**config.mk**
```make
export PLATFORM = sky130hd
export DESIGN_NAME = phase_freq_disc
export DESIGN_NICKNAME = d
export VERILOG_FILES = /design/src/rtl/phdisc_pkg.sv /design/src/rtl/phdisc_rst_sync.sv /design/src/rtl/phdisc_scaler.sv /design/src/rtl/phdisc_delay_line.sv /design/src/rtl/phase_freq_disc.sv
export SDC_FILE = /design/constraint.sdc
export NUM_CORES = 1
export LEC_CHECK = 0
export BUFFER_PORTS_ARGS = -buffer_cell sky130_fd_sc_hd__buf_2
export CAP_MARGIN = 20
export CORE_AREA = 2 2 167 152
export DETAILED_ROUTE_END_ITERATION = 8
export DIE_AREA = 0 0 169 154
export GPL_TIMING_DRIVEN = 0
export PLACE_DENSITY = 0.57
export SYNTH_ARGS = -nofsm -noshare
export SYNTH_HDL_FRONTEND = slang
export SYNTH_SLANG_ARGS = --single-unit
```
**constraint.sdc**
```tcl
create_clock -name clk -period 7.7 [get_ports clk]
set_input_delay 0.77 -clock clk [delete_from_list [all_inputs] [get_ports clk]]
set_output_delay 0.77 -clock clk [all_outputs]
set_load 0.01 [all_outputs]
```
**src/rtl/phdisc_pkg.sv**
```systemverilog
package phdisc_pkg;

  // Multiplier codes: scale factor is 2**code.
  typedef enum logic [1:0] {
    MUL_X1 = 2'b00,
    MUL_X2 = 2'b01,
    MUL_X4 = 2'b10,
    MUL_X8 = 2'b11
  } mult_e;

  localparam int unsigned MULT_W = 2;

endpackage

```
**src/rtl/phdisc_rst_sync.sv**
```systemverilog
module phdisc_rst_sync (
  input  logic clk,
  input  logic rst_n,
  output logic rst_n_sync
);

  logic [1:0] sync_q;
  logic [1:0] sync_d;

  always_comb begin
    sync_d = {sync_q[0], 1'b1};
  end

  always_ff @(posedge clk or negedge rst_n) begin
    if (!rst_n) begin
      sync_q <= 2'b00;
    end else begin
      sync_q <= sync_d;
    end
  end

  assign rst_n_sync = sync_q[1];

endmodule

```
**src/rtl/phdisc_scaler.sv**
```systemverilog
module phdisc_scaler
  import phdisc_pkg::*;
#(
  parameter int unsigned PHASE_W = 18
) (
  input  logic [PHASE_W-1:0] phase_i,
  input  mult_e              mult_i,
  output logic [PHASE_W-1:0] scaled_o
);

  // Phase is a fraction of a turn: a left shift wraps modulo 2*pi.
  always_comb begin
    unique case (mult_i)
      MUL_X1:  scaled_o = phase_i;
      MUL_X2:  scaled_o = {phase_i[PHASE_W-2:0], 1'b0};
      MUL_X4:  scaled_o = {phase_i[PHASE_W-3:0], 2'b00};
      MUL_X8:  scaled_o = {phase_i[PHASE_W-4:0], 3'b000};
      default: scaled_o = phase_i;
    endcase
  end

endmodule

```
**src/rtl/phdisc_delay_line.sv**
```systemverilog
module phdisc_delay_line #(
  parameter int unsigned WIDTH = 18,
  parameter int unsigned SEL_W = 3,
  localparam int unsigned DEPTH = (1 << SEL_W) - 1
) (
  input  logic             clk,
  input  logic             rst_n,
  input  logic             clr_i,
  input  logic             adv_i,
  input  logic [WIDTH-1:0] din_i,
  input  logic [SEL_W-1:0] sel_i,   // 1..DEPTH
  output logic [WIDTH-1:0] tap_o
);

  logic [DEPTH-1:0][WIDTH-1:0] line_q;
  logic [DEPTH-1:0][WIDTH-1:0] line_d;
  logic                        stage_en;

  assign stage_en = clr_i | adv_i;

  for (genvar g = 0; g < DEPTH; g++) begin : g_stage
    logic [WIDTH-1:0] src;
    if (g == 0) begin : g_head
      assign src = din_i;
    end else begin : g_body
      assign src = line_q[g-1];
    end

    always_comb begin
      line_d[g] = clr_i ? '0 : src;
    end

    always_ff @(posedge clk or negedge rst_n) begin
      if (!rst_n) begin
        line_q[g] <= '0;
      end else if (stage_en) begin
        line_q[g] <= line_d[g];
      end
    end
  end

  always_comb begin
    tap_o = line_q[0];
    for (int i = 0; i < DEPTH; i++) begin
      if (sel_i == SEL_W'(i + 1)) tap_o = line_q[i];
    end
  end

  // clearing empties the whole history
  a_r8_line_cleared: assert property (@(posedge clk) disable iff (!rst_n)
    clr_i |=> (line_q == '0));

  // no advance, no change
  a_r6_line_holds: assert property (@(posedge clk) disable iff (!rst_n)
    (!clr_i && !adv_i) |=> $stable(line_q));

  // on advance the newest entry is the sample just taken
  a_r6_line_shift: assert property (@(posedge clk) disable iff (!rst_n)
    (!clr_i && adv_i) |=> (line_q[0] == $past(din_i)));

endmodule

```
**src/rtl/phase_freq_disc.sv**
```systemverilog
module phase_freq_disc
  import phdisc_pkg::*;
#(
  parameter int unsigned PHASE_W = 18,
  parameter int unsigned OUT_W   = 16,
  parameter int unsigned DLY_W   = 3
) (
  input  logic               clk,
  input  logic               rst_n,
  input  logic               cfg_enable,
  input  logic [1:0]         cfg_mult,
  input  logic [DLY_W-1:0]   cfg_delay,
  input  logic               in_valid,
  input  logic [PHASE_W-1:0] in_phase,
  output logic               out_valid,
  output logic [OUT_W-1:0]   out_freq
);

  localparam int unsigned DROP_W = PHASE_W - OUT_W;
  localparam logic [PHASE_W-1:0] HALF_LSB = PHASE_W'(1) << (DROP_W - 1);

  logic               rst_n_s;
  logic [PHASE_W-1:0] scaled;
  logic [PHASE_W-1:0] tap;
  logic [PHASE_W-1:0] diff;
  logic [PHASE_W-1:0] biased;
  logic [DLY_W-1:0]   eff_dly;
  logic               accept;
  logic               vld_d, vld_q;
  logic [OUT_W-1:0]   freq_d, freq_q;

  phdisc_rst_sync u_rst (
    .clk        (clk),
    .rst_n      (rst_n),
    .rst_n_sync (rst_n_s)
  );

  phdisc_scaler #(.PHASE_W(PHASE_W)) u_scale (
    .phase_i  (in_phase),
    .mult_i   (mult_e'(cfg_mult)),
    .scaled_o (scaled)
  );

  assign accept  = in_valid & cfg_enable;
  assign eff_dly = (cfg_delay == '0) ? DLY_W'(1) : cfg_delay;

  phdisc_delay_line #(.WIDTH(PHASE_W), .SEL_W(DLY_W)) u_line (
    .clk   (clk),
    .rst_n (rst_n_s),
    .clr_i (~cfg_enable),
    .adv_i (accept),
    .din_i (scaled),
    .sel_i (eff_dly),
    .tap_o (tap)
  );

  // Wrapping difference, then add half an output LSB and truncate.
  always_comb begin
    diff   = scaled - tap;
    biased = diff + HALF_LSB;
    freq_d = biased[PHASE_W-1 -: OUT_W];
    vld_d  = accept;
  end

  always_ff @(posedge clk or negedge rst_n_s) begin
    if (!rst_n_s) begin
      vld_q <= 1'b0;
    end else begin
      vld_q <= vld_d;
    end
  end

  always_ff @(posedge clk or negedge rst_n_s) begin
    if (!rst_n_s) begin
      freq_q <= '0;
    end else if (accept) begin
      freq_q <= freq_d;
    end
  end

  assign out_valid = vld_q;
  assign out_freq  = freq_q;

  // disabled means no strobe
  a_r8_no_strobe_off: assert property (@(posedge clk) disable iff (!rst_n_s)
    !cfg_enable |=> !out_valid);

  // accepted sample yields a strobe next cycle
  a_r7_strobe_follows: assert property (@(posedge clk) disable iff (!rst_n_s)
    (cfg_enable && in_valid) |=> out_valid);

  // no accepted sample, output holds and strobe stays low
  a_r7_hold_between: assert property (@(posedge clk) disable iff (!rst_n_s)
    !(cfg_enable && in_valid) |=> (!out_valid && $stable(out_freq)));

  // the selected delay is always inside 1..7
  a_r5_delay_range: assert property (@(posedge clk) disable iff (!rst_n_s)
    eff_dly != '0);

endmodule

```
==> flow_metrics.py <==
metrics = {
    "timing": {
        "hold_viol": 0,
        "setup_viol": 0,
        "fmax_mhz": 169.3,
        "rsz0062_at_grt": "false",
        "fin_crit_ps": 5908,
        "finalSetupTns_ps": 0,
        "timing.final.crit_share_pct": 76.73,
        "worstMarginPinSlew_ps": 948.0,
        "report.final.slew_viol_count": 0,
        "relSlewSlack_pct": 36.80,
        "skew_ps": 9.740,
        "hold_slack_ps": 110.9,
    },
    "yosys": {
        "synth-main-ff-cell": "dfrtp_1",
        "synth-async-reset-ratio_pct": 100.0,
        "yosysSeqAreaShare_pct": 43.30,
        "ys_warn_count": 0,
        "ys_top_cells_by_area": "dfrtp_1 (43%), mux2i_1 (15%), nor2b_1 (9.9%), ha_1 (4.6%), a21oi_1 (4.4%)",
        "synth_edf_count": 0,
        "ys_ff_latch": 145,
        "synth_cell_types": 54,
        "syn_avg_cell_area_um2": 10.31,
        "yosysTopAreaCellShare_pct": 43.30,
        "postSynthCellCount": 813,
        "syn_nets": 872,
        "synth_area_leader_cell": "dfrtp_1",
        "syn_area_um2": 8379,
    },
    "detailed_routing": {
        "first_pass_iters": 5,
        "post_drt_via_cell_ratio": 5.261,
        "routed-via-count": 6287,
        "wl_per_cell_um": 18.55,
        "totalWireLength_mm": 22.16,
        "drc": 0,
        "ant_nets": 0,
        "drtIter0Drc": 454,
    },
    "floorplanning": {
        "die_height_um": 154,
        "initial_core_util_pct": 34.64,
        "die_area_um2": 26030,
        "pin_count": 44,
        "die_x_um": 169,
        "fp.coreArea_um2": 24190,
        "rows": 54,
    },
    "finish": {
        "drive_gt1_share_pct": 11.05,
        "regArea_um2": 3632,
        "nets": 933,
        "nFillCells": 2465,
        "multi_input_area_um2": 4461,
        "final_area_um2": 9588,
        "syn2layout_area_growth_pct": 14.42,
        "insertedDiodeCount": 0,
    },
    "setup_path": {
        "worstPathRequired_ps": 7990,
        "worstPathCellList": "buf_4, clkbuf_1, nor2b_1, clkbuf_1, clkbuf_1, a21oi_1, o21ai_0, a21oi_1, nor2_1, a221oi_1, o21ai_0, ha_1, a31o_2, nor2_1, fa_1, a21o_1, a21oi_1, o21ai_0, a21oi_1, o221ai_1, o31ai_1, o2111ai_1, xnor2_1, o21ai_0",
        "path_max_fanout": 10,
        "crit_buf_inv": 4,
        "crit_type": "input port to register",
        "start_kind": "input port",
        "reg2reg_from": "u_line.g_stage[1].src[1]",
        "crit_path_end_kind": "register",
        "startpoint": "cfg_delay[2]",
        "path_delay_family": "compound AO/OA/AOI/OAI gates",
        "cpPeakStageDelay_ps": 490,
        "cp_slowest_cell": "clkbuf_1",
        "arrival_ps": 6190,
    },
    "cts": {
        "hold_buffers": 0,
        "cts_setup_buffers": 0,
        "cts.sink_count": 145,
        "cts.htree.levels": 4,
        "cts-root-buf": "clkbuf_16",
        "clock_latency_ps": 430,
        "cts_resized": 0,
        "tritoncts": "built",
        "clockBufferDepth": 2,
        "numCtsBuffers": 17,
        "path_clk_slew_ps": 60,
    },
    "global_routing": {
        "grt_max_degree": 67,
        "grtUsageTotal_pct": 17.86,
        "grt_pass1_wl_mm": 35.88,
        "overflow": 0,
        "grt_pass1_vias": 6360,
        "antenna_found_initial": 0,
    },
    "placed_design": {
        "place.gp.congestion": 0.8317,
        "portBuffers": 40,
        "hpwl_mm": 16.72,
        "placed_area_um2": 9024,
    },
    "power": {
        "total_leakage_power_nw": 4.324,
        "vdd_drop_max_uv": 158.3,
        "fin_total_pwr_mw": 2.128,
        "p_per_area_nw_per_um2": 221.9,
    },
    "run_status": {
        "outcome": "finished clean",
    },
    "min_path": {
        "min_path_type": "input port to asynchronous set/reset pin",
    },
    "job": {
        "cap_viol_max_count": 0,
    },
}
synthesized netlist by cell type (2+ instances only):
master      n
a22oi_1    15
a21o_1      5
o211a_1     2
mux2i_1   127
nor2_1     42
clkbuf_1   46
nor2b_1   132
a211oi_1    3
and3_1      2
o31ai_1     3
o21a_1      2
buf_1      10
ha_1       31
inv_1      15
o21bai_1    3
nand2_1    28
nand3b_1    2
or2_2       2
xnor2_1    12
o21ai_0    40
nand3_1     8
mux4_2     13
a21oi_1    74
a221oi_1   16
dfrtp_1   145
nand2b_1    5
o32ai_1     2
nor3_1      2
state kept, by name, summed over array words and instances, names as in the netlist:
register,cells
u_line.g_stage.src,108
u_line.line_q,18
out_freq,16
u_rst.sync_q,2
out_valid,1
path summary, 6_finish.rpt:
path | end | slack, ps | cells past startpoint
max | out_freq[15] | 1790 | 24
min | u_rst.sync_q[1] | 110 | 1
max reg2reg | out_freq[15] | 3040 | 19
min reg2reg | u_line.g_stage[3].src[3] | 320 | 0
max in group asynchronous | out_freq[12] | 6380 | 2
min in group clk | u_rst.sync_q[1] | 350 | 0
area by class of cell:
class,instances,share of cell area [%]
multi-input cells,594,46.52
plain buffers,59,2.440
inverters,15,0.5872
well taps,308,4.019
clock buffers,19,4.724
repair buffers,42,2.662
flip-flops and latches,145,37.88
clock inverters,13,1.161
worst reg2reg max path: cells and delay by family (launching register included):
family,cells,cell delay (ps)
compound gates,14,3020
xor+xnor,1,220
fa+ha+maj,2,730
flops,1,430
simple gates,2,120
metal layers:
layer | GRT usage, % | share of wire, % | vias up | wire [um]
met3 | 3.346 | 2.7 | 20 | 604
met2 | 26.70 | 44 | 98 | 9756
met1 | 26.55 | 52 | 3158 | 11450
met5 | 0 | 0 | - | 0
met4 | 4.558 | 1.6 | 0 | 353
li1 | - | - | 3011 | -
power by group:
group | switching (mW) | leakage (nW) | total [mW] | internal (mW)
Sequential | 0.0352 | 1.98 | 0.847 | 0.811
Combinational | 0.274 | 2.08 | 0.476 | 0.202
Clock | 0.346 | 0.271 | 0.805 | 0.460
through the flow:
stage	utilization (%)	instances	worst slack (ps)
after detailed placement	37.31	1163	1446
final	39.64	1195	1792
after CTS	39.64	1195	1889
after global routing	39.64	1195	1303
after global placement	37.06	1161	1377
after floorplan	-	813	2871
cells by family after synthesis:
kind of cell | synth area share, %
compound gates | 13.33
flops | 43.30
simple gates | 14.83
buf+inv | 3.464
fa+ha+maj | 4.868
xor+xnor | 1.359
other cells | 0.04475
mux | 18.80
placed cells by master (no fill, tap or decap), drive strengths merged, types with 4 or more instances in the layout:
| cell | Yosys | layout |
|---|---|---|
| ha | 31 | 31 |
| nand2b | 5 | 5 |
| a22oi | 15 | 15 |
| nand3 | 8 | 8 |
| nor2 | 42 | 42 |
| clkinv | 0 | 7 |
| a21oi | 74 | 74 |
| dfrtp | 145 | 145 |
| clkinvlp | 0 | 4 |
| inv | 15 | 16 |
| nand2 | 28 | 28 |
| xnor2 | 12 | 12 |
| a211oi | 4 | 4 |
| buf | 13 | 55 |
| mux4 | 13 | 13 |
| clkbuf | 46 | 65 |
| mux2i | 127 | 127 |
| a221oi | 16 | 16 |
| a21o | 5 | 5 |
| o21ai | 41 | 41 |
| nor2b | 132 | 132 |
Note: power is estimated with default switching activity, not from simulation.
